==> src/rtl/fade_pkg.sv <==
package fade_pkg;
   localparam int FLD_W = 10;
   localparam logic [31:0] CFG_RESET = 32'h4000_0000;

   typedef struct packed {
      logic             start;
      logic             up;
      logic [FLD_W-1:0] count;
      logic [FLD_W-1:0] intv;
      logic [FLD_W-1:0] scale;
   } cfg_word_t;
endpackage

==> src/rtl/fade_cfg_stage.sv <==
module fade_cfg_stage
   import fade_pkg::*;
(
   input  logic        clk,
   input  logic        rst_n,
   input  logic        we,
   input  logic [31:0] wdata,
   output cfg_word_t   cfg_q,
   output logic        start_q
);
   cfg_word_t cfg_d;

   always_comb begin
      cfg_d       = cfg_word_t'(wdata);
      cfg_d.start = 1'b0;
   end

   always_ff @(posedge clk or negedge rst_n) begin
      if (!rst_n) begin
         cfg_q   <= cfg_word_t'(CFG_RESET);
         start_q <= 1'b0;
      end else begin
         start_q <= we & wdata[31];
         if (we) cfg_q <= cfg_d;
      end
   end
endmodule

==> src/rtl/fade_ramp.sv <==
module fade_ramp
   import fade_pkg::*;
#(
   parameter int CNT_W  = 10,
   parameter int DUTY_W = CNT_W + 1
) (
   input  logic              clk,
   input  logic              rst_n,
   input  logic              start,
   input  cfg_word_t         cfg,
   input  logic              period_end,
   output logic [DUTY_W-1:0] duty,
   output logic              busy,
   output logic              done
);
   localparam int SUM_W = ((DUTY_W > FLD_W) ? DUTY_W : FLD_W) + 1;
   localparam logic [SUM_W-1:0] FULL_EXT = {{(SUM_W-1){1'b0}}, 1'b1} << CNT_W;

   logic [FLD_W-1:0] scale_q, intv_q, left_q, tick_q;
   logic             up_q;
   logic [SUM_W-1:0] d_ext, s_ext, sum_up;
   logic [DUTY_W-1:0] nxt_up, nxt_dn, nxt;
   logic             last_tick;

   always_comb begin
      d_ext  = SUM_W'(duty);
      s_ext  = SUM_W'(scale_q);
      sum_up = d_ext + s_ext;
      nxt_up = (sum_up > FULL_EXT) ? FULL_EXT[DUTY_W-1:0] : sum_up[DUTY_W-1:0];
      nxt_dn = (d_ext >= s_ext) ? DUTY_W'(d_ext - s_ext) : '0;
      nxt    = up_q ? nxt_up : nxt_dn;
      last_tick = ((tick_q + FLD_W'(1)) == intv_q);
   end

   always_ff @(posedge clk or negedge rst_n) begin
      if (!rst_n) begin
         scale_q <= '0;
         intv_q  <= FLD_W'(1);
         left_q  <= '0;
         tick_q  <= '0;
         up_q    <= 1'b1;
         duty    <= '0;
         busy    <= 1'b0;
         done    <= 1'b0;
      end else begin
         done <= 1'b0;
         if (start) begin
            scale_q <= cfg.scale;
            up_q    <= cfg.up;
            intv_q  <= (cfg.intv == '0) ? FLD_W'(1) : cfg.intv;
            left_q  <= cfg.count;
            tick_q  <= '0;
            if (cfg.count == '0) begin
               busy <= 1'b0;
               done <= 1'b1;
            end else begin
               busy <= 1'b1;
            end
         end else if (busy && period_end) begin
            if (last_tick) begin
               tick_q <= '0;
               duty   <= nxt;
               left_q <= left_q - FLD_W'(1);
               if (left_q == FLD_W'(1)) begin
                  busy <= 1'b0;
                  done <= 1'b1;
               end
            end else begin
               tick_q <= tick_q + FLD_W'(1);
            end
         end
      end
   end
endmodule

==> src/rtl/fade_pwm_core.sv <==
module fade_pwm_core #(
   parameter int CNT_W  = 10,
   parameter int DUTY_W = CNT_W + 1
) (
   input  logic              clk,
   input  logic              rst_n,
   input  logic [DUTY_W-1:0] duty_tgt,
   output logic [CNT_W-1:0]  cnt,
   output logic              period_end,
   output logic              pwm_out
);
   logic [DUTY_W-1:0] duty_act;

   assign period_end = &cnt;
   assign pwm_out    = ({1'b0, cnt} < duty_act);

   always_ff @(posedge clk or negedge rst_n) begin
      if (!rst_n) begin
         cnt      <= '0;
         duty_act <= '0;
      end else begin
         cnt <= cnt + CNT_W'(1);
         if (period_end) duty_act <= duty_tgt;
      end
   end
endmodule

==> src/rtl/fade_pwm.sv <==
module fade_pwm
   import fade_pkg::*;
#(
   parameter int CNT_W = 10
) (
   input  logic             clk,
   input  logic             rst_n,
   input  logic             cfg_we,
   input  logic [31:0]      cfg_wdata,
   output logic [31:0]      cfg_rdata,
   output logic [CNT_W-1:0] pwm_cnt,
   output logic             pwm_out,
   output logic [CNT_W:0]   duty_o,
   output logic             busy,
   output logic             done
);
   localparam int DUTY_W = CNT_W + 1;

   generate
      if (CNT_W < 2 || CNT_W > 16) begin : g_bad_cnt_w
         $error("fade_pwm: CNT_W must lie in 2..16");
      end
   endgenerate

   cfg_word_t         cfg_q;
   logic              start_q;
   logic              period_end;
   logic [DUTY_W-1:0] duty_w;

   fade_cfg_stage u_stage (
      .clk     (clk),
      .rst_n   (rst_n),
      .we      (cfg_we),
      .wdata   (cfg_wdata),
      .cfg_q   (cfg_q),
      .start_q (start_q)
   );

   fade_ramp #(.CNT_W(CNT_W), .DUTY_W(DUTY_W)) u_ramp (
      .clk        (clk),
      .rst_n      (rst_n),
      .start      (start_q),
      .cfg        (cfg_q),
      .period_end (period_end),
      .duty       (duty_w),
      .busy       (busy),
      .done       (done)
   );

   fade_pwm_core #(.CNT_W(CNT_W), .DUTY_W(DUTY_W)) u_core (
      .clk        (clk),
      .rst_n      (rst_n),
      .duty_tgt   (duty_w),
      .cnt        (pwm_cnt),
      .period_end (period_end),
      .pwm_out    (pwm_out)
   );

   assign cfg_rdata = cfg_q;
   assign duty_o    = duty_w;
endmodule

==> config.mk <==
export PLATFORM = sky130hd
export DESIGN_NAME = fade_pwm
export DESIGN_NICKNAME = d
export VERILOG_FILES = /design/src/rtl/fade_pkg.sv /design/src/rtl/fade_cfg_stage.sv /design/src/rtl/fade_ramp.sv /design/src/rtl/fade_pwm_core.sv /design/src/rtl/fade_pwm.sv
export SDC_FILE = /design/constraint.sdc
export NUM_CORES = 1
export LEC_CHECK = 0
export ABC_AREA = 1
export BUFFER_PORTS_ARGS = -buffer_cell sky130_fd_sc_hd__buf_2
export CAP_MARGIN = 20
export CORE_MARGIN = 1
export CORE_UTILIZATION = 50
export CTS_BUF_LIST = sky130_fd_sc_hd__clkbuf_2 sky130_fd_sc_hd__clkbuf_4 sky130_fd_sc_hd__clkbuf_8
export CTS_CLUSTER_DIAMETER = 40
export DETAILED_ROUTE_END_ITERATION = 6
export PLACE_DENSITY = 0.75
export SLEW_MARGIN = 30
export SYNTH_ARGS = -nofsm -noshare
export SYNTH_HDL_FRONTEND = slang
export SYNTH_SLANG_ARGS = --single-unit
==> constraint.sdc <==
create_clock -name clk -period 2.7 [get_ports clk]
set_clock_uncertainty 0.1 [all_clocks]
set_input_delay 0.27 -clock clk [delete_from_list [all_inputs] [get_ports clk]]
set_output_delay 0.27 -clock clk [all_outputs]
set_load 0.05 [all_outputs]
Word-level counts from Yosys, hierarchy flattened

Cells that the tools add are included.

Equality and inequality tests: 2
$add $sub $neg: 5
Multiplexer cells: 20
Shifts and indexed selects: 0
Multiply operators: 0
Divide/modulo/power cells: 0
$lt $le $gt $ge: 3
Bitwise gates (word level): 2
Reduce and logical (&&, ||, !) cells: 10

Operator list:

| cell                    | count |
|---|---|
| $mux W10                | 7 |
| $mux W11                | 3 |
| $add A10 B1 Y10 const B | 2 |
| $logic_not A10 Y1       | 2 |
| $add A11 B10 Y12        | 1 |
| $gt A12 B11 Y1 const B  | 1 |
| $ge A11 B10 Y1          | 1 |
| $lt A10 B11 Y1          | 1 |
| $sub A11 B10 Y11        | 1 |
| $eq A10 B1 Y1 const B   | 1 |
| $eq A10 B10 Y1          | 1 |
| $mux W1                 | 10 |
| $reduce_and A10 Y1      | 1 |
| $sub A10 B1 Y10 const B | 1 |
| $reduce_and A3 Y1       | 2 |
| $reduce_bool A2 Y1      | 3 |
| $reduce_and A2 Y1       | 1 |
| $and A1 B1 Y1           | 1 |
| $logic_and A1 B1 Y1     | 1 |
| $not A1 Y1              | 1 |

Memories: 0
Bits in read-only memories: 0
Register bits: 107
Output and inout bits: 56
Logic and storage cells: 57
RAM bits: 0
Latch bits: 0
Input port bits: 35

Longest topological paths before layout

Gate-level depths: netlist (run 1).

Depth after elaboration: 5
Depth in mapped cells: 17
Gate-level depth less buffers: 17

Hierarchy

From an unflattened synthesis (run 1), not the netlist that was laid out.

Cell total of the unflattened synthesis: 907
Area total of the unflattened synthesis: 6630.1 um^2

By module, submodules not included:

| module         | cells an instance | instances | area each (um^2) | seq. area each (um^2) |
|---|---|---|---|---|
| fade_ramp      | 630               | 1         | 4181.5           | 1353.8 |
| fade_cfg_stage | 137               | 1         | 1303.8           | 802.0 |
| fade_pwm_core  | 140               | 1         | 1144.8           | 525.5 |

Least setup slack after synthesis (run 1)

Ideal clock, no wire load.

Path kind: reg2out
From: reg u_core.cnt[8]
To: out pwm_out
Slack: 0.165 ns
Data required time: 2.330 ns
Stages on the path, launching flop included: 7
Arrival time: 2.165 ns
Path buffers: 0
Cells stage by stage: dfrtp_1 > ha_1 > a21oi_1 > nor2_1 > a21oi_1 > nand2_1 > a31oi_1

Cells in the longest elaborated chain, start to end: 1

RTL lines:

| what                   | line                | text |
|---|---|---|
| from (decl)            | fade_pwm_core.sv:8  | `output logic [CNT_W-1:0] cnt,` |
| from (signal assigned) | fade_pwm_core.sv:22 | `cnt <= cnt + CNT_W'(1);` |
| $lt A10 B11 Y1         | fade_pwm_core.sv:15 | `assign pwm_out = ({1'b0, cnt} < duty_act);` |
| to (decl)              | fade_pwm.sv:12      | `output logic pwm_out,` |

No other way between the ends.

Worst setup path after layout (run 1)

From: reg u_ramp.scale_q[6]
To: reg u_ramp.duty[6]

Cells in the longest elaborated chain, start to end: 4
Elaborated cells between the ends (all ways): 7
Those cells by class: 2 x add/sub; 2 x order compare; 3 x mux

RTL lines:

| what                   | line            | text |
|---|---|---|
| from (decl)            | fade_ramp.sv:19 | `logic [FLD_W-1:0] scale_q, intv_q, left_q, tick_q;` |
| from (signal assigned) | fade_ramp.sv:48 | `scale_q <= cfg.scale;` |
| $add A11 B10 Y12       | fade_ramp.sv:28 | `sum_up = d_ext + s_ext;` |
| $gt A12 B11 Y1         | fade_ramp.sv:29 | `nxt_up = (sum_up > FULL_EXT) ? FULL_EXT[DUTY_W-1:0] : sum_up[DUTY_W-1:0];` |
| $mux W11               | fade_ramp.sv:29 |  |
| $mux W11 *             | fade_ramp.sv:31 | `nxt = up_q ? nxt_up : nxt_dn;` |
| to (signal assigned)   | fade_ramp.sv:62 | `duty <= nxt;` |
| to (decl)              | fade_ramp.sv:12 | `output logic [DUTY_W-1:0] duty,` |

Mark *: on every way between the ends. The rest lies on a longest branch, timed or not.
A chain may end at the register's enable or synchronous reset.

==> metrics.txt, run 1 <==
outcome completed; area grow syn2layout 20.3%; GRT Resource Usage Total 0.258; Flop pwr share 0.461; Slew headroom 0.511; Vias between 5000 and 6000; max cap viols 0; switching pwr between 1.5 and 2 mW; Critical Path AT about 2800 ps; Initial Util 0.511; vias in the first global route 5663; CP Launch Type flip-flop; Final Cell Area between 7000 and 8000 um^2; #FFs+latches synth 107; final-report setup violation count 0; Critical Path Source u_ramp.scale_q[6]$_DFFE_PN0P_; Seq/Total Area, Yosys 0.417; CTS buffer count 9; vias per cell 5.10; core area 12600 um^2; Longest Clk Path Bufs 2; crit-path max FO 7; Detailed Place HPWL 11900 um; drt pass-1 iters 7; # diodes 0; Critical Path, Cell by Cell inv_1 -> ha_2 -> nand2_1 -> nor2_2 -> nand4_1 -> nand3b_1 -> nand4_1 -> nand2_1 -> or2_2 -> nand2_1 -> nand2_1 -> nand2_1; final core occ 0.615; fillers 1132; mapped cell area about 6400 um^2; drt drc 0; critical path capture point u_ramp.duty[6]$_DFFE_PN0P_; drt total wl approximately 16000 um; Design Power 4.15 mW; Slew Viols, Final 0; Min-Delay Startpoint cfg_wdata[9]; largest cells by area after synthesis dfrtp_1, nand2_1, inv_1; Synth top area share 0.405; H-tree Lvls 3; layout cells sized above 1 0.181; ANT nets after route 0; largest net degree at the start of global routing 56; Die Span Y ~120 um; clock slew seen by the registers of the worst setup and hold paths 100 ps; leakage power 4.06 nW; io pins 91; Max VDD drop 0.000483 V; Avg Cell Area, Syn approximately 7.6 um^2; Yosys cell types 49; clock latency on the worst-skew pair approximately 390 ps; Worst Setup End Kind flip-flop; Syn Inst Count 847; Fmax 389 MHz; CTS root buf clkbuf_8; combinational share of power 0.282; WP data required 2930 ps; Setup CP Type flip-flop to flip-flop; post-route minimum period approximately 2600 ps; Final #Nets approximately 1000; worst r2r path cells 12; Core Rows between 40 and 50; Tcrit/Tclk final 0.952; Internal Pwr Total about 2.6 mW; Final Wtd Congestion about 0.96; PortBufs 89; Syn Nets roughly 900; first-pass GRT wire length roughly 27000 um; WP buf/inv 1; PD cells 537 nW/um^2; reg2reg start u_ramp.scale_q[6]$_DFFE_PN0P_; Slew @ Worst Pin 733 ps; clock sinks ~110; Hold Vio Cnt, Final 0; antenna violations before repair 0; CP top delay family simple AND/OR/NAND/NOR gates; GRT overflow 0; R2R Setup Slk roughly 130 ps; worst min path class primary input to flip-flop; Worst path max stage delay 390 ps; Post-synth top flop dfrtp_1; largest area contributor in the netlist dfrtp_1; post-DR wirelength/cell approximately 14 um; ys async rst share 1.00; Ys Warns 0; switching portion of total power 0.366; clock power share 0.257; WP depth 12; CTS tree built; die width approximately 120 um; crit-path most repeated cell nand2_1; 1st-iter DRT viols between 200 and 300; worst reg2reg endpoint u_ramp.duty[6]$_DFFE_PN0P_; Worst path slowest cell ha_2; Post-synth EDFFs 0; Area after DPL 7130 um^2; die footprint about 13000 um^2
synth_stat cells (all sizes together), types with 2 or more instances:
cell    count
ha         33
inv       118
xor2       11
nor4        3
or2         5
xnor2       4
fa          2
nand3b      2
nor2       50
dfstp       3
nand2     258
o21bai      2
dfrtp     104
clkbuf     15
nand3      57
a31oi       4
buf        11
nand4      20
a21oi      24
nor3       10
o21ai      82
o22ai       8
mux2       11
area by class of cell:
| cell class | count | area, um^2 | share of cell area |
|---|---|---|---|
| timing repair buffer | 143 | 956 | 0.124 |
| tap | 172 | 215 | 0.0278 |
| multi-input combinational | 595 | 3210 | 0.415 |
| sequential | 107 | 2680 | 0.347 |
| clock buffer | 9 | 124 | 0.0160 |
| clock inverter | 7 | 97.6 | 0.0126 |
| inverter | 119 | 447 | 0.0578 |
worst min path at each step:
stage / end / slack [ps] / depth (start not counted)
after floorplan: u_core.cnt[0]$_DFF_PN0_ / -130 / 0
after global placement: u_core.cnt[5]$_DFF_PN0_ / 280 / 1
after detailed placement: u_core.cnt[9]$_DFF_PN0_ / 280 / 1
after CTS: u_stage.cfg_q[7]$_DFFE_PN0P_ / 4 / 2
after global routing: u_stage.cfg_q[7]$_DFFE_PN0P_ / 8 / 2
final: u_stage.cfg_q[9]$_DFFE_PN0P_ / 30 / 2
power by group through the flow:
stage	Combinational, mW	Clock (mW)	Sequential [mW]
after floorplan	0.694	0	2.06
after global placement	1.10	0	1.93
after detailed placement	1.12	0	1.94
after CTS	1.16	1.10	1.91
after global routing	1.33	1.15	1.94
final	1.17	1.07	1.91
layer usage:
metal  global-route usage  vias to the layer above  wire (um)
met5                    0                        -          0
met4               0.0771                        0        291
met3               0.0659                       31        950
met2                0.436                      182       7690
met1                0.324                     2681       7170
li1                     -                     2976          -
registers in the layout, summed over array words and instances (netlist names):
register         count
u_ramp.busy          1
u_stage.cfg_q       31
u_ramp.up_q          1
u_ramp.intv_q       10
u_core.cnt          10
u_ramp.left_q       10
u_ramp.scale_q      10
u_core.duty_act     11
u_ramp.done          1
u_ramp.duty         11
u_stage.start_q      1
u_ramp.tick_q       10
what timing repair did:
action                     in CTS  in global routing
hold buffers                   31                  0
setup buffers                   0                  4
hold endpoints to repair       81                  0
pin swaps                       0                  2
gates resized for setup         1                 10
setup endpoints to repair       1                 11
logic make-up after synthesis:
group / share of synthesized area
mux: 0.0208
simple gates: 0.272
buf+inv: 0.0886
flops: 0.417
compound gates: 0.109
other cells: 0.000584
xor+xnor: 0.0205
fa+ha+maj: 0.0705
cell usage in the layout (no fill, tap or decap), types with 4 or more instances in the layout:
cell / count
nand2_1: 254
inv_1: 117
dfrtp_1: 102
buf_2: 88
o21ai_0: 73
nand3_1: 55
nor2_1: 46
dlygate4sd3_1: 31
ha_1: 28
a21oi_1: 23
buf_4: 22
nand4_1: 19
xor2_1: 11
mux2_2: 11
clkbuf_8: 9
nor3_1: 8
o22ai_1: 8
o21ai_2: 7
or2_2: 5
xnor2_1: 4
a31oi_1: 4
ha_2: 4
through the flow:
step	TNS [ps]	worst slack [ps]	hold slack [ps]	std cells
floorplan	0	165	-126	847
global placement	0	2.71	276	1101
detailed placement	0	25.2	276	1101
CTS	0	56.1	3.61	1148
global route	-43.1	-19.5	8.00	1152
finish	0	130	30.8	1152
No activity file was read; power rests on OpenSTA's default activity.
==> run 2: changes to the inputs <==
Settings changed: BUFFER_PORTS_ARGS -buffer_cell sky130_fd_sc_hd__buf_2 to default, DONT_BUFFER_PORTS from default to 1, PLACE_DENSITY 0.75 to 0.72.
Clock period 2.7 ns to 2.2 ns, I/O delays scaled along.
==> run 2 against run 1 <==
The run now ends with negative hold slack, negative setup slack left. Wire length increased by 12%. Non-clock buffer count increased by 5. Maximum frequency increased by 5.3%. Power increased by 27%. Combinational power increased by 21%. Register-to-register slack got worse by 370 ps. Sequential share of layout area decreased by 3.2 points. Die area unchanged.
==> metrics.txt, run 2 (same netlist as run 1, synthesis figures left out) <==
Worst path slowest cell dfrtp_2; Initial Util 0.511 (unchanged); Hold WS -609 ps (-639 ps); Setup CP Type flip-flop to flip-flop; post-route minimum period 2440 ps (-130 ps); Slew headroom 0.596 (+0.0850); Core Rows 41 (unchanged); 1st-iter DRT viols 353 (+27%); max cap viols 0 (unchanged); WP data required 2450 ps (-480 ps); total area of sequential cells 2700 um^2 (+0.70%); DP Cell Count 1079 (-2.0%); clock sinks 107 (unchanged); Largest regs u_stage.cfg_q (31), u_core.duty_act (11), u_ramp.duty (11); layout cells sized above 1 0.294 (+0.113); Hold Vio Cnt, Final 107 (+107); most frequent cells in the layout nand2_1, inv_1, buf_4, dfrtp_1, o21ai_0; drt pass-1 iters 5 (-2); drt drc 0 (unchanged); H-tree Lvls 3 (unchanged); crit-path most repeated cell nand2_1; die footprint 13300 um^2 (unchanged); Critical Path, Cell by Cell inv_4 -> fa_2 -> buf_6 -> xor2_1 -> nor2_1 -> nand3_2 -> nor2_2 -> nand4_1 -> nand2_2 -> nand2_1 -> nand2_1 -> nand2_1 -> nand2_1; CTS tree built; GRT Resource Usage Total 0.270 (+0.0122); multi-input combinational cell area 3680 um^2 (+15%); Max VDD drop 0.000593 V (+23%); PortBufs 0 (-100%); CTS root buf clkbuf_8; final-report setup violation count 11 (+11); final worst slack -239 ps (-370 ps); Detailed Place HPWL 11900 um (+0.14%); post-DR wirelength/cell 15.5 um (+11%); Final #Nets 1052 (+0.67%); GRT overflow 0 (unchanged); Fmax 410 MHz (+5.3%); antenna violations before repair 0 (unchanged); Hold Buf Count CTS 34 (+9.7%); vias in the first global route 5742 (+1.4%); Final Wtd Congestion 0.972 (+1.0%); Vias 6036 (+2.8%); RSZ-0062 raised after global routing yes; max FFs per register 31 (unchanged); # diodes 0 (unchanged); most flop-heavy register u_stage.cfg_q; PD cells 614 nW/um^2 (+14%); vias per cell 5.21 (+2.2%); worst min path class primary input to async pin; Tcrit/Tclk final 1.11 (+0.157); CTS buffer count 9 (unchanged); outcome finished with violations; Slew Viols, Final 0 (unchanged); clock slew seen by the registers of the worst setup and hold paths 130 ps (+30 ps); worst reg2reg endpoint u_ramp.duty[8]$_DFFE_PN0P_; final core occ 0.682 (+0.0673); area grow syn2layout 33.5%; ANT nets after route 0 (unchanged); clock latency on the worst-skew pair 410 ps (+20 ps); Slew @ Worst Pin 606 ps (-128 ps); Die Span Y 115 um (unchanged); Worst path max stage delay 490 ps (+100 ps); CP Launch Type flip-flop; Worst Setup End Kind flip-flop; drt total wl 18000 um (+12%); Longest Clk Path Bufs 2 (unchanged); worst r2r path cells 13 (+1); reg2reg start u_ramp.duty[1]$_DFFE_PN0P_; failing checks negative hold slack, negative setup slack; fillers 984 (-13%); largest net degree at the start of global routing 108 (+93%); io pins 91 (unchanged); most common cell after layout, fill and taps aside nand2_1; core area 12600 um^2 (unchanged); crit-path max FO 5 (-2); first-pass GRT wire length 27600 um (+3.5%); die width 115 um (unchanged); post-route non-filler standard cell count 1159 (+0.61%); R2R Setup Slk -240 ps (-370 ps); Critical Path AT 2690 ps (-110 ps); leakage power 4.21 nW (+3.6%)
==> run 2: cell types whose count changed in the layout (fill, tap and decap cells not counted), moves of 11 or more <==
cell and delta:
buf_2 -86, buf_4 +73, nand2_1 -38, nand2_2 +36, dfrtp_1 -15, dfrtp_2 +15
buf_6 +13, ha_4 +12, inv_1 -11
==> run 2: layout make-up <==
type,count,area share
multi-input combinational,597,0.429
sequential,107,0.315
timing repair buffer,148,0.152
inverter,119,0.0527
tap,172,0.0251
clock buffer,9,0.0144
clock inverter,7,0.0112
==> run 2: timing repair <==
action	in CTS	in global routing
buffers inserted	11	14
endpoints found under the setup margin	12	33
cloned	1	4
endpoints found under the hold margin	139	107
gates resized for setup	15	109
pin swaps	11	48
==> run 2: worst max path at each step <==
stage	from	endpoint	slack, ps	cells past startpoint
detailed placement	u_ramp.scale_q[1]$_DFFE_PN0P_	u_ramp.duty[0]$_DFFE_PN0P_	-160	16
global route	u_ramp.duty[1]$_DFFE_PN0P_	u_ramp.duty[4]$_DFFE_PN0P_	-400	15
global placement	u_ramp.duty[3]$_DFFE_PN0P_	u_ramp.duty[1]$_DFFE_PN0P_	-190	15
CTS	u_ramp.scale_q[0]$_DFFE_PN0P_	u_ramp.duty[8]$_DFFE_PN0P_	-120	16
floorplan	u_ramp.duty[0]$_DFFE_PN0P_	u_ramp.duty[1]$_DFFE_PN0P_	-9	16
finish	u_ramp.duty[1]$_DFFE_PN0P_	u_ramp.duty[8]$_DFFE_PN0P_	-240	13
==> run 2: critical path, delay by kind of cell, from the launching register on <==
family	cells	cell delay (ps)
simple gates	9	1030
flops	1	490
fa+ha+maj	1	420
buf+inv	2	200
xor+xnor	1	140
==> run 2: per-stage QoR <==
step	hold WS [ps]	power (mW)	setup slack (ps)	instance area, um^2	TNS, ps
2_1_floorplan	-176	3.41	-8.66	6550	-17.2
3_3_place_gp	-171	3.71	-194	7290	-1810
3_5_place_dp	-171	3.74	-158	7290	-1410
4_1_cts	-628	5.17	-118	8010	-1120
5_1_grt	-627	5.56	-396	8570	-4450
6_report	-609	5.27	-239	8570	-2310
==> run 2: power by group <==
part           switching, mW  internal (mW)  total [mW]
Combinational          0.796          0.619        1.41
Clock                  0.844          0.481        1.33
Sequential             0.365           2.16        2.53
Total                   2.01           3.26        5.27
==> run 2: metal layers <==
metal	vias to the layer above	GRT usage	wire length (um)
li1	2999	-	-
met1	2798	0.335	7600
met2	206	0.453	8680
met3	33	0.0717	1260
met4	0	0.0961	441
met5	-	0	0
